**src/rtl/zrz_pkg.sv**
```systemverilog
package zrz_pkg;

   typedef enum logic {
      ZM_LIKE_NEW  = 1'b0,
      ZM_NONRECOV  = 1'b1
   } zmode_e;

   localparam logic [2:0] RC_USER_DATA  = 3'd0;
   localparam logic [2:0] RC_USER_KEY   = 3'd1;
   localparam logic [2:0] RC_FACT_KEY   = 3'd2;
   localparam logic [2:0] RC_FACT_PARAM = 3'd3;
   localparam logic [2:0] RC_FACT_LOCK  = 3'd4;
   localparam logic [2:0] RC_USER_LOCK  = 3'd5;

   typedef enum logic [3:0] {
      S_BOOT, S_IDLE, S_COMMIT, S_FIND, S_WR,
      S_RD, S_CHK, S_REND, S_CERT, S_CLEAR
   } zstate_e;

endpackage

```
**src/rtl/zrz_trigger.sv**
```systemverilog
module zrz_trigger #(
   parameter logic [7:0] CMD_ZEROIZE = 8'hA5
) (
   input  logic       idle,
   input  logic       suspend_cfg,
   input  logic       zeroize_pin,
   input  logic       cmd_valid,
   input  logic [7:0] cmd_code,
   output logic       start
);
   logic cmd_hit;

   assign cmd_hit = cmd_valid && (cmd_code == CMD_ZEROIZE);
   assign start   = idle && !suspend_cfg && (zeroize_pin || cmd_hit);

endmodule

```
**src/rtl/zrz_region_sel.sv**
```systemverilog
module zrz_region_sel
   import zrz_pkg::*;
#(
   parameter int                  N_REG        = 6,
   parameter logic [3*N_REG-1:0]  REGION_CLASS = 18'o543210
) (
   input  zmode_e           mode,
   output logic [N_REG-1:0] sel,
   output logic [N_REG-1:0] locked
);
   for (genvar g = 0; g < N_REG; g++) begin : g_reg
      localparam logic [2:0] CLS = REGION_CLASS[3*g +: 3];
      if (CLS == RC_USER_DATA || CLS == RC_USER_KEY) begin : g_user
         assign sel[g]    = 1'b1;
         assign locked[g] = 1'b0;
      end else if (CLS == RC_FACT_LOCK || CLS == RC_USER_LOCK) begin : g_lock
         assign sel[g]    = 1'b0;
         assign locked[g] = 1'b1;
      end else begin : g_other
         assign sel[g]    = (mode == ZM_NONRECOV);
         assign locked[g] = 1'b0;
      end
   end

endmodule

```
**src/rtl/zrz_digest.sv**
```systemverilog
module zrz_digest #(
   parameter int            DW   = 16,
   parameter logic [DW-1:0] SEED = 16'h5A5A
) (
   input  logic          clk,
   input  logic          rst_n,
   input  logic          clr,
   input  logic          en,
   input  logic [DW-1:0] din,
   output logic [DW-1:0] digest
);
   logic [DW-1:0] rot;

   assign rot = {digest[DW-2:0], digest[DW-1]};

   always_ff @(posedge clk or negedge rst_n) begin
      if (!rst_n)   digest <= SEED;
      else if (clr) digest <= SEED;
      else if (en)  digest <= rot ^ din;
   end

   assert_digest_hold_R7: assert property (@(posedge clk) disable iff (!rst_n)
      (!en && !clr) |=> $stable(digest));

endmodule

```
**src/rtl/zrz_ctrl.sv**
```systemverilog
module zrz_ctrl
   import zrz_pkg::*;
#(
   parameter int                  N_REG        = 6,
   parameter int                  REGION_WORDS = 8,
   parameter int                  DW           = 16,
   parameter int                  SW           = 32,
   parameter int                  NW           = 32,
   parameter logic [7:0]          CMD_ZEROIZE  = 8'hA5,
   parameter logic [DW-1:0]       DIGEST_SEED  = 16'h5A5A,
   parameter logic [3*N_REG-1:0]  REGION_CLASS = 18'o543210,
   localparam int RW  = (N_REG > 1) ? $clog2(N_REG) : 1,
   localparam int RCW = $clog2(N_REG + 1),
   localparam int AW  = $clog2(REGION_WORDS)
) (
   input  logic          clk,
   input  logic          rst_n,
   input  logic          zeroize_pin,
   input  logic          cmd_valid,
   input  logic [7:0]    cmd_code,
   input  logic          suspend_cfg,
   input  logic          lockdown,
   input  logic          cfg_mode,
   input  logic [SW-1:0] dev_serial,
   input  logic [NW-1:0] user_nonce,
   input  logic          nv_zip_q,
   input  logic          nv_mode_q,
   output logic          nv_wr_en,
   output logic          nv_zip_d,
   output logic          nv_mode_d,
   output logic [RW-1:0] mem_region,
   output logic [AW-1:0] mem_addr,
   output logic          mem_we,
   output logic [DW-1:0] mem_wdata,
   output logic          mem_re,
   input  logic [DW-1:0] mem_rdata,
   output logic          busy,
   output logic          cert_valid,
   output logic [SW-1:0] cert_serial,
   output logic [NW-1:0] cert_nonce,
   output logic [DW-1:0] cert_digest,
   output logic          cert_fail
);
   localparam logic [RCW-1:0] END_R  = RCW'(N_REG);
   localparam logic [AW-1:0]  LAST_A = AW'(REGION_WORDS - 1);

   if (N_REG < 2)                     begin : g_bad_nreg  $error("N_REG must be at least 2");   end
   if (REGION_WORDS < 2)              begin : g_bad_words $error("REGION_WORDS must be >= 2");  end
   if ((1 << AW) != REGION_WORDS)     begin : g_bad_pow2  $error("REGION_WORDS must be 2^n");   end
   if (DW < 2)                        begin : g_bad_dw    $error("DW must be at least 2");      end

   zstate_e        state;
   zmode_e         mode_q;
   logic [RCW-1:0] rcnt;
   logic [AW-1:0]  addr;
   logic           bad;
   logic           retried;
   logic           fail;
   logic           start;
   logic [N_REG-1:0] sel;
   logic [N_REG-1:0] locked;
   logic           dig_clr;
   logic [DW-1:0]  digest;

   zrz_trigger #(.CMD_ZEROIZE(CMD_ZEROIZE)) u_trig (
      .idle        (state == S_IDLE),
      .suspend_cfg (suspend_cfg),
      .zeroize_pin (zeroize_pin),
      .cmd_valid   (cmd_valid),
      .cmd_code    (cmd_code),
      .start       (start)
   );

   zrz_region_sel #(.N_REG(N_REG), .REGION_CLASS(REGION_CLASS)) u_sel (
      .mode   (mode_q),
      .sel    (sel),
      .locked (locked)
   );

   assign dig_clr = ((state == S_IDLE) && start) || ((state == S_BOOT) && nv_zip_q);

   zrz_digest #(.DW(DW), .SEED(DIGEST_SEED)) u_dig (
      .clk    (clk),
      .rst_n  (rst_n),
      .clr    (dig_clr),
      .en     (state == S_CHK),
      .din    (mem_rdata),
      .digest (digest)
   );

   always_ff @(posedge clk or negedge rst_n) begin
      if (!rst_n) begin
         state   <= S_BOOT;
         mode_q  <= ZM_LIKE_NEW;
         rcnt    <= '0;
         addr    <= '0;
         bad     <= 1'b0;
         retried <= 1'b0;
         fail    <= 1'b0;
      end else begin
         case (state)
            S_BOOT: begin
               if (nv_zip_q) begin
                  mode_q <= zmode_e'(nv_mode_q);
                  rcnt   <= '0;
                  fail   <= 1'b0;
                  state  <= S_FIND;
               end else begin
                  state  <= S_IDLE;
               end
            end
            S_IDLE: begin
               if (start) begin
                  mode_q <= zmode_e'(cfg_mode);
                  rcnt   <= '0;
                  fail   <= 1'b0;
                  state  <= S_COMMIT;
               end
            end
            S_COMMIT: state <= S_FIND;
            S_FIND: begin
               if (rcnt == END_R) begin
                  state <= S_CERT;
               end else if (sel[rcnt[RW-1:0]]) begin
                  addr    <= '0;
                  bad     <= 1'b0;
                  retried <= 1'b0;
                  state   <= S_WR;
               end else begin
                  rcnt <= rcnt + 1'b1;
               end
            end
            S_WR: begin
               if (addr == LAST_A) begin
                  addr  <= '0;
                  state <= S_RD;
               end else begin
                  addr <= addr + 1'b1;
               end
            end
            S_RD: state <= S_CHK;
            S_CHK: begin
               if (mem_rdata != '0) begin
                  bad  <= 1'b1;
                  fail <= 1'b1;
               end
               if (addr == LAST_A) begin
                  state <= S_REND;
               end else begin
                  addr  <= addr + 1'b1;
                  state <= S_RD;
               end
            end
            S_REND: begin
               if (bad && !retried) begin
                  retried <= 1'b1;
                  bad     <= 1'b0;
                  addr    <= '0;
                  state   <= S_WR;
               end else begin
                  rcnt  <= rcnt + 1'b1;
                  state <= S_FIND;
               end
            end
            S_CERT:  state <= S_CLEAR;
            S_CLEAR: state <= S_IDLE;
            default: state <= S_IDLE;
         endcase
      end
   end

   assign nv_wr_en    = (state == S_COMMIT) || (state == S_CLEAR);
   assign nv_zip_d    = (state == S_COMMIT);
   assign nv_mode_d   = mode_q;
   assign mem_region  = rcnt[RW-1:0];
   assign mem_addr    = addr;
   assign mem_we      = (state == S_WR);
   assign mem_wdata   = '0;
   assign mem_re      = (state == S_RD);
   assign busy        = (state != S_IDLE) && (state != S_BOOT);
   assign cert_valid  = (state == S_CERT);
   assign cert_serial = dev_serial;
   assign cert_nonce  = user_nonce;
   assign cert_digest = digest;
   assign cert_fail   = fail;

   assert_commit_before_erase_R2: assert property (@(posedge clk) disable iff (!rst_n)
      mem_we |-> nv_zip_q);

   assert_no_locked_write_R5: assert property (@(posedge clk) disable iff (!rst_n)
      mem_we |-> !locked[mem_region]);

   assert_clear_follows_cert_R8: assert property (@(posedge clk) disable iff (!rst_n)
      cert_valid |=> (nv_wr_en && !nv_zip_d));

   assert_clear_only_after_cert_R8: assert property (@(posedge clk) disable iff (!rst_n)
      (nv_wr_en && !nv_zip_d) |-> $past(cert_valid));

   assert_suspend_blocks_R9: assert property (@(posedge clk) disable iff (!rst_n)
      (state == S_IDLE && suspend_cfg) |=> (state == S_IDLE));

   assert_lockdown_no_abort_R10: assert property (@(posedge clk) disable iff (!rst_n)
      (busy && lockdown && state != S_CLEAR) |=> busy);

   assert_single_retry_R11: assert property (@(posedge clk) disable iff (!rst_n)
      (state == S_REND && retried) |=> (state == S_FIND));

endmodule

```
**config.mk**
```make
export PLATFORM = sky130hd
export DESIGN_NAME = zrz_ctrl
export DESIGN_NICKNAME = d
export VERILOG_FILES = /design/src/rtl/zrz_pkg.sv /design/src/rtl/zrz_trigger.sv /design/src/rtl/zrz_region_sel.sv /design/src/rtl/zrz_digest.sv /design/src/rtl/zrz_ctrl.sv
export SDC_FILE = /design/constraint.sdc
export NUM_CORES = 1
export LEC_CHECK = 0
export ABC_AREA = 1
export BUFFER_PORTS_ARGS = -buffer_cell sky130_fd_sc_hd__buf_4
export CORE_ASPECT_RATIO = 1.2
export CORE_MARGIN = 4
export CORE_UTILIZATION = 44
export DETAILED_ROUTE_END_ITERATION = 16
export PLACE_DENSITY_LB_ADDON = 0.1
export SLEW_MARGIN = 20
export SYNTH_ARGS = -nofsm -noshare
export SYNTH_HDL_FRONTEND = slang
export SYNTH_HIERARCHICAL = 1
export SYNTH_SLANG_ARGS = --single-unit
```
**constraint.sdc**
```tcl
create_clock -name clk -period 4.63 [get_ports clk]
set_input_delay 0.463 -clock clk [delete_from_list [all_inputs] [get_ports clk]]
set_output_delay 0.463 -clock clk [all_outputs]
set_load 0.01 [all_outputs]
```
== After elaboration in Yosys (flattened, before gate mapping) ==
Cells that the tools add are included.
W data, S select, Z words.

* Output and inout bits: 110
* Logic and storage cells: 102
* Register bits: 30

* Muxes and demuxes: 37
* Magnitude comparators: 1
* Reductions and logical operators: 29
* Bitwise logic cells: 1
* Add/subtract/negate cells: 2
* Eq/ne operators: 24

{| class="wikitable"
|+ Operators by type and width
! kind !! number
|-
| $pmux W4 S9 || 1
|-
| $mux W3 || 11
|-
| $mux W16 || 2
|-
| $pmux W3 S4 || 2
|-
| $ne A2 B2 Y1 const B || 9
|-
| $eq A4 B3 Y1 const B || 4
|-
| $mux W4 || 4
|-
| $reduce_bool A16 Y1 || 1
|-
| $xor A16 B16 Y16 || 1
|-
| $reduce_bool A4 Y1 || 3
|-
| $mux W1 || 10
|-
| $reduce_and A5 Y1 || 2
|-
| $eq A4 B2 Y1 const B || 2
|-
| $eq A4 B4 Y1 const B || 2
|-
| $eq A8 B8 Y1 const B || 1
|-
| $reduce_and A4 Y1 || 2
|-
| $logic_and A1 B1 Y1 || 7
|-
| $add A3 B1 Y3 const B || 2
|-
| $eq A3 B3 Y1 const B || 2
|-
| $pmux W1 S3 || 2
|-
| $reduce_and A3 Y1 || 2
|-
| $reduce_and A6 Y1 || 1
|-
| $reduce_bool A2 Y1 || 3
|-
| $reduce_bool A3 Y1 || 2
|-
| other kinds (11) || 16
|}

== Logic depth before layout (Yosys ltp) ==
Gate-level depths: netlist of run 1.

* Depth after elaboration: 7
* Depth in mapped cells: 12
* Depth with buffers taken out: 12

== Hierarchy ==
The synthesis of run 1 kept the hierarchy.

{| class="wikitable"
|+ By module, submodules not included
! module !! times used !! area each (sq um) !! cells each
|-
| zrz_ctrl || 1 || 1671.6 || 242
|-
| zrz_digest || 1 || 900.9 || 134
|-
| zrz_region_sel || 1 || 97.6 || 14
|-
| zrz_trigger || 1 || 61.3 || 12
|}

== Least setup slack after synthesis of run 1 ==
Ideal clock, no wire load.

* Kind: reg-to-reg
* Start point: register state[1]
* End point: register u_dig.digest[0]
* Library setup time: 117 ps
* Stages on the path, launching flop included: 13
* Slack: 2954 ps
* Path buffers: 0
* Data arrival time: 1558 ps
* Cell sequence: dfrtp_1 > inv_2 > nand2_2 > nor2_2 > nand2_1 > a21oi_2 > inv_1 > o21ai_2 > inv_1 > nand2_2 > inv_2 > nand2_1 > nand2_1

* Longest elaborated chain between the ends: 6
* Elaborated cells between the ends (all ways): 10

{| class="wikitable"
|+ RTL lines
! item !! RTL line !! source
|-
| start, declared || zrz_ctrl.sv:52 || <nowiki>zstate_e state;</nowiki>
|-
| start signal, assigned || zrz_ctrl.sv:93 || <nowiki>state <= S_BOOT;</nowiki>
|-
| start signal, assigned || zrz_ctrl.sv:107 || <nowiki>state <= S_FIND;</nowiki>
|-
| start signal, assigned || zrz_ctrl.sv:109 || <nowiki>state <= S_IDLE;</nowiki>
|-
| $eq A4 B1 Y1 * || zrz_ctrl.sv:66 || <nowiki>.idle (state == S_IDLE),</nowiki>
|-
| $logic_and A1 B1 Y1 * (2 in series) || zrz_trigger.sv:14 || <nowiki>assign start = idle && !suspend_cfg && (zeroize_pin || cmd_hit);</nowiki>
|-
| net start || zrz_ctrl.sv:59 || <nowiki>logic start;</nowiki>
|-
| $logic_and A1 B1 Y1 * || zrz_ctrl.sv:80 || <nowiki>assign dig_clr = ((state == S_IDLE) && start) || ((state == S_BOOT) && nv_zip_q);</nowiki>
|-
| $logic_or A1 B1 Y1 * || zrz_ctrl.sv:80 ||
|-
| net dig_clr || zrz_ctrl.sv:62 || <nowiki>logic dig_clr;</nowiki>
|-
| $mux W16 or $reduce_bool A2 Y1 (tied branches) || - ||
|-
| end signal, assigned || zrz_digest.sv:19 || <nowiki>else if (en) digest <= rot ^ din;</nowiki>
|-
| end, declared || zrz_digest.sv:10 || <nowiki>output logic [DW-1:0] digest</nowiki>
|}

The timed path passes the listed nets; every way through them passes the cells marked *.
A chain may end at the register's enable or synchronous reset.

== Worst setup path in the final report of run 1 ==
* Start point: register state[1]
* End point: register u_dig.digest[13]

Same word-level chain as after synthesis.

==> impl_summary.md, run 1 <==
Outcome
The flow ran to the end, and the final reports show no timing, DRC or antenna violations.

Placement
Once detailed placement completed, the half-perimeter wirelength came to 4.253 mm. The count of buffers added on input and output ports is 61. Summing all placed instances gives a cell area of 2651 um2. OpenSTA, run right after detailed placement, puts the worst setup slack at 2.589 ns. The last weighted congestion value of the routability-driven placer is 0.9080. Counting tap cells, the placed design contains a total of 467 instances.

Finish
The net total in the final layout is 495. Counting the fill cells in the layout gives 616. Leaving out filler cells and counting taps, the final layout contains 475. The area of the multi-input gates is 1096 um2. The sequential cell area in the final layout is 760.7 um2. The share of layout cells above drive strength 1 is 0.2633. The antenna cell count is 0.

The finished cells cover 2743 um2. The utilization of the core after routing is 0.4745. Relative to the synthesized area, the layout overhead comes to 2.096%.

Floorplan
The die outline area is 7425 um2. The starting density of the core is 0.4647. 207 I/O pins were placed.

The die span in y is 93.60 um. The number of standard-cell rows in the floorplan is 30. In this run the standard cell core region covers 5781 um2. The die is 79.33 um wide.

Timing
Setup repair after global routing left no endpoint under its margin. On the final layout, the worst clock skew is 0.003409 ns. The sum of negative setup slack is 0 ns.

The minimum setup slack in the final design is 2.621 ns. Derived from the worst setup path, the maximum achievable clock frequency is 0.4977 GHz. The hold violation count in the final report is 0.

The worst path in the final design needs a cycle of 2.009 ns, including I/O delays and setup. The final count of pins violating max slew is 0. Hold is met by 0.1138 ns. The number of endpoints failing setup at the final stage is 0. The final clock period utilization by the worst path is 0.4340.

GRT
The initial antenna violation count is 0. The first global-routing pass estimated 8.880 mm of wire. The maximum number of pins on one net before global-route repair is 31. The number of global-route vias before repair is 2037.

The total congestion overflow after global routing is 0. In the global route stage, overall resource usage came out at 0.1501.

Critical path
The critical path is of the reg2reg type. At the worst endpoint, the arrival time is 2.18 ns. The critical path required time is 4.80 ns.

Along the worst path, the maximum fanout reaches 9. STA classifies the critical path startpoint as a register. The nature of the critical path endpoint is a register.

Routing
The detailed router placed 2153 vias in this run. The total iterations of the first detailed-routing run is 4. The remaining antenna violation count after routing is 0.

The number of remaining DRC errors is 0. The average detailed-routed wire length per instance is 11.40 um. After detailed routing, the total wire length is 5.417 mm. Using the TritonRoute via totals, the vias-per-cell ratio works out to 4.533. The initial DRC count is 59.

Worst hold path
The worst hold path class is in2async.

Synth
The mapped netlist covers 2686 um2. After synthesis, the mean cell area works out to 6.784 um2. Synthesis produced 396 cells. The total of warnings raised by yosys is 6.

Clock tree
Post-CTS timing repair inserted 0 buffers for setup. The deepest level of the CTS H-tree is 2. The count of instances resized after the clock tree is built is 0.

Buffers inserted during clock tree synthesis total 5. For the worst-skew pair, the clock arrives at the later sink with an insertion delay of 0.28 ns. The number of clock sinks is 30. The maximum buffer depth of the clock tree is 2.

The clock transition at the register clock pins on the worst setup and hold paths after CTS is 0.07 ns. TritonCTS built the clock tree. The master cell of the clock root buffer is sky130_fd_sc_hd__clkbuf_8.

For this design, the CTS-stage hold fixing added 0 buffers.

Job
The number of max-capacitance violations reported is 0.

Power
The design draws 1.372 mW. The largest voltage drop on the vdd net is 0.2468 mV. Dividing total power by cell area gives a power density of 500.2 nW/um2. The leakage power is 1.593 nW.
layout by cell type (no fill, tap or decap), types with 2 or more instances in the layout:
cell,n
sky130_fd_sc_hd__a21oi_1,10
sky130_fd_sc_hd__buf_4,61
sky130_fd_sc_hd__clkbuf_8,6
sky130_fd_sc_hd__conb_1,20
sky130_fd_sc_hd__dfrtp_1,22
sky130_fd_sc_hd__dfstp_2,8
sky130_fd_sc_hd__ha_1,4
sky130_fd_sc_hd__inv_1,58
sky130_fd_sc_hd__inv_2,5
sky130_fd_sc_hd__nand2_1,109
sky130_fd_sc_hd__nand2_2,4
sky130_fd_sc_hd__nand3_1,23
sky130_fd_sc_hd__nand3_2,6
sky130_fd_sc_hd__nor2_1,25
sky130_fd_sc_hd__nor2_2,5
sky130_fd_sc_hd__nor2_4,2
sky130_fd_sc_hd__o21ai_0,4
sky130_fd_sc_hd__o21ai_1,7
sky130_fd_sc_hd__o21ai_2,2
sky130_fd_sc_hd__or2_2,2
critical path, cell delays in order, from the launching register on:
cell	delay (ns)
sky130_fd_sc_hd__dfrtp_1	0.46
sky130_fd_sc_hd__inv_2	0.11
sky130_fd_sc_hd__nand2_2	0.08
sky130_fd_sc_hd__nor2_2	0.19
sky130_fd_sc_hd__nand2_1	0.08
sky130_fd_sc_hd__a21oi_2	0.10
sky130_fd_sc_hd__inv_1	0.07
sky130_fd_sc_hd__o21ai_2	0.26
sky130_fd_sc_hd__inv_1	0.09
sky130_fd_sc_hd__nand2_2	0.20
sky130_fd_sc_hd__inv_2	0.14
sky130_fd_sc_hd__nand2_1	0.09
sky130_fd_sc_hd__nand2_1	0.05
flip-flops by register name (all words and copies together), names as in the netlist:
name	cells
state	4
bad	1
nv_mode_d	1
mem_region	3
cert_fail	1
retried	1
u_dig/digest	16
mem_addr	3
cell type report:
type                       instances  area share
multi-input combinational        233      0.3996
sequential                        30      0.2774
timing repair buffer              61      0.1670
inverter                          63     0.08622
tap                               80     0.03650
clock buffer                       7     0.03148
clock inverter                     1    0.001825
worst paths after layout:
check                                                to  cells past startpoint                  start  slack, ns
max                        u_dig/digest[13]$_DFFE_PN0P_                     12   state[1]$_DFFE_PN0P_       2.62
min                         u_dig/digest[5]$_DFFE_PN0P_                      1                  rst_n       0.11
max reg2reg                u_dig/digest[13]$_DFFE_PN0P_                     12   state[1]$_DFFE_PN0P_       2.62
min reg2reg                       cert_fail$_DFFE_PN0P_                      2  cert_fail$_DFFE_PN0P_       0.51
max in group asynchronous  u_dig/digest[11]$_DFFE_PN1P_                      1                  rst_n       4.19
min in group clk            u_dig/digest[4]$_DFFE_PN1P_                      4           mem_rdata[4]       0.42
power breakdown:
part | internal, mW | switching (mW) | total, mW
combinational | 0.281 | 0.425 | 0.707
sequential | 0.359 | 0.0872 | 0.446
clock | 0.120 | 0.0996 | 0.219
metal layers:
metal  share of wire  vias up  GRT usage  routed length (um)
met4           0.021        0    0.06590                 112
met5               0        -          0                   0
li1                -     1086          -                   -
met2            0.48       94     0.2528                2591
met1            0.42      953     0.1708                2258
met3           0.084       20    0.05106                 454
Power figures use the tool's default switching activity.
==> run 2: changes to the inputs <==
--- a/config.mk
+++ b/config.mk
@@ -9,7 +9,7 @@
 export BUFFER_PORTS_ARGS = -buffer_cell sky130_fd_sc_hd__buf_4
 export CORE_ASPECT_RATIO = 1.2
 export CORE_MARGIN = 4
-export CORE_UTILIZATION = 44
+export CORE_UTILIZATION = 41
 export DETAILED_ROUTE_END_ITERATION = 16
 export PLACE_DENSITY_LB_ADDON = 0.1
 export SLEW_MARGIN = 20
==> constraint.sdc (replaced) <==
create_clock -name clk -period 2 [get_ports clk]
set_input_delay 0.2 -clock clk [delete_from_list [all_inputs] [get_ports clk]]
set_output_delay 0.2 -clock clk [all_outputs]
set_load 0.01 [all_outputs]
==> run 2 against run 1 <==
Worst setup slack worse by 2.4 ns. Die area up 6.6%. Maximum frequency up 13%. Wire length down 0.66%. First-iteration DRC count down 10%. Sequential share of layout area down 0.65 points. Hold slack better by 0.049 ns.
==> impl_summary.md, run 2 (synthesized netlist as in run 1, its figures left out) <==
Critical path
The sort of element at the start of the critical path is a register. By startpoint and endpoint, the worst setup path is classified as reg2reg. Walking the worst path, the cells encountered are inv_2, nand2_4, nor2_2, nand2_1, a21oi_2, inv_1, o21ai_2, inv_1, nand2_2, inv_2, nand2_1, nand2_1.

The most frequent cell on the critical path is sky130_fd_sc_hd__nand2_1. The critical path required time was 2.16 ns (-2.64 ns). The master of the slowest instance on the critical path is sky130_fd_sc_hd__dfrtp_1. The worst reg-to-reg setup slack came to 0.22 ns (-2.40 ns). The data arrival at the endpoint of the critical path was 1.94 ns (-0.24 ns). The biggest cell delay along the critical path came to 0.43 ns (-0.03 ns). The critical-path maximum fanout is 8 (-1). The nature of the critical path endpoint is a register.

Routing
The via count is 2149 (-0.19%). The sum of routed wire length over all layers is 5.381 mm (-0.66%). The average via count per standard cell is 4.422 (-2.4%). The total iterations of the first detailed-routing run is 4 (unchanged).

The remaining antenna violation count after routing is 0 (unchanged). The number of remaining DRC errors is 0 (unchanged). The average detailed-routed wire length per instance came to 11.07 um (-2.9%).

The initial DRC count came to 53 (-10%).

Placement
The last weighted congestion value of the routability-driven placer is 0.8552 (-5.8%). The placed instance count is 477 (+2.1%). The HPWL after detailed placement is 4.319 mm (+1.5%). The placement-stage worst setup slack is 0.2138 ns (-2.375 ns). The count of input and output buffers is 61 (unchanged). The cell area after placement is 2708 um2 (+2.1%).

Timing
The time the worst path needs with I/O delays and setup is 1.780 ns (-0.2291 ns). The hold violation count in the final report was 0 (unchanged). The final worst clock skew is 0.006548 ns (+0.003139 ns). The final count of pins violating max slew is 0 (unchanged). The maximum clock rate is 0.5617 GHz (+13%). The final clock period utilization by the worst path is 0.8901 (+0.4561). The sum of negative setup slack is 0 ns (unchanged).

Setup repair after global routing left no endpoint under its margin. The worst hold slack came to 0.1632 ns (+0.04940 ns). The minimum setup slack in the final design was 0.2197 ns (-2.401 ns).

The number of endpoints failing setup at the final stage is 0 (unchanged).

Finish
More flip-flops sit in one register than any other, and that register is u_dig/digest. In the final layout, the registers with the most flip-flops are u_dig/digest (16), state (4). The flip-flop count of the largest register, all copies and words added is 16 (unchanged). The area growth from synthesis to layout is 4.564%. The top cell types in the final layout, fill and taps aside, are sky130_fd_sc_hd__nand2_1 (109), sky130_fd_sc_hd__buf_4 (65), sky130_fd_sc_hd__inv_1 (58). The number of fillers in the final layout came to 706 (+15%). Leaving out fill and tap cells, the most frequent cell in the layout is sky130_fd_sc_hd__nand2_1. The area of the multi-input gates is 1096 um2 (unchanged).

The final non-filler cell area was 2809 um2 (+2.4%). The antenna cell count is 0 (unchanged). The non-filler instance count after layout is 486 (+2.3%). The net total in the final layout is 501 (+1.2%). The sequential cell area in the final layout is 760.7 um2 (unchanged). The share of layout cells above drive strength 1 is 0.2718 (+0.008529).

Clock tree
The TritonCTS clock tree is done. The maximum buffer depth of the clock tree was 2 (unchanged). The master cell of the clock root buffer is sky130_fd_sc_hd__clkbuf_8.

The clock transition at the register clock pins on the worst setup and hold paths after CTS is 0.07 ns (about the same). The number of clock sinks is 30 (unchanged). The insertion delay to the later sink of the worst-skew pair is 0.28 ns (about the same).

The deepest level of the CTS H-tree came to 2 (unchanged). The number of buffers inserted during clock tree synthesis is 5 (unchanged).

Power
The power density relative to cell area came to 1161 nW/um2 (+130%). The largest voltage drop on the vdd net was 0.6796 mV (+180%). The leakage power came to 1.626 nW (+2.1%).

Floorplan
The starting density of the core is 0.4193 (-0.04538). The die span in y is 96.67 um (+3.3%). The area of the placeable core is 6406 um2 (+11%). The number of top-level pins was 207 (unchanged). The die width is 81.89 um (+3.2%). The die outline area is 7916 um2 (+6.6%). The number of standard-cell rows in the floorplan was 32 (+6.7%).

GRT
The total routing resource utilization after global routing is 0.1380 (-0.01212). The first-pass GRT wire length was 8.652 mm (-2.6%). The total congestion overflow after global routing was 0 (unchanged). The maximum number of pins on one net before global-route repair is 31 (unchanged). The initial antenna violation count was 0 (unchanged).

The number of global-route vias before repair is 1903 (-6.6%).

Job
The number of max-capacitance violations reported is 0 (unchanged).

Outcome
The flow ran to the end, and the final reports show no timing, DRC or antenna violations.

Worst hold path
In this run the worst hold path is classified as in2reg.
[run 2: changes by cell type in the layout (fill, tap and decap cells not counted)]
| cell | previous run | this run |
|---|---|---|
| sky130_fd_sc_hd__dlygate4sd3_1 | 0 | 1 |
| sky130_fd_sc_hd__buf_4 | 61 | 65 |
| sky130_fd_sc_hd__buf_12 | 0 | 1 |
[run 2: per-stage QoR]
step	power, mW	utilization
6_report	3.261	0.4385
4_1_cts	3.321	0.4385
2_1_floorplan	2.279	-
3_5_place_dp	2.796	0.4227
5_1_grt	3.593	0.4385
3_3_place_gp	2.780	0.4227
[run 2: metal layers]
layer / vias to the layer above / track usage / part of all wire
met3: 20 / 0.04655 / 0.089
met2: 81 / 0.2147 / 0.46
met5: - / 0 / 0
met4: 0 / 0.06522 / 0.023
met1: 947 / 0.1679 / 0.42
li1: 1101 / - / -
[run 2: power by group]
group,switching [mW],total [mW],internal (mW)
registers,0.182,1.01,0.830
clock network,0.223,0.500,0.277
logic,1.02,1.75,0.730
[run 2: what timing repair did]
item / in CTS / in global routing
hold buffers: 1 / 0
endpoints found under the hold margin: 22 / 0
resized for setup: 0 / 0
setup buffers: 0 / 0
[run 2: path summary, 6_finish.rpt]
check,end,cells past startpoint,from
max in group asynchronous,u_dig/digest[4]$_DFFE_PN1P_,2,rst_n
worst max register to register,u_dig/digest[2]$_DFFE_PN0P_,12,state[3]$_DFFE_PN0P_
worst min-delay path,u_dig/digest[11]$_DFFE_PN1P_,4,mem_rdata[11]
worst max-delay path,u_dig/digest[2]$_DFFE_PN0P_,12,state[3]$_DFFE_PN0P_
min in group asynchronous,bad$_DFFE_PN0P_,2,rst_n
worst min register to register,cert_fail$_DFFE_PN0P_,2,cert_fail$_DFFE_PN0P_
[run 2: worst max-delay path: cells and delay by family (launching register included)]
family / cells / cell delay [ns]
AOI/OAI and AO/OA: 2 / 0.26
buffers and inverters: 4 / 0.39
DFF: 1 / 0.43
and+or+nand+nor: 6 / 0.60
[run 2: cell type report]
cell class	instances	area share
multi-input cells	233	0.3902
flip-flops and latches	30	0.2708
repair buffers	67	0.1844
inverters	63	0.08419
well taps	85	0.03786
clock buffers	7	0.03074
clock inverters	1	0.001782
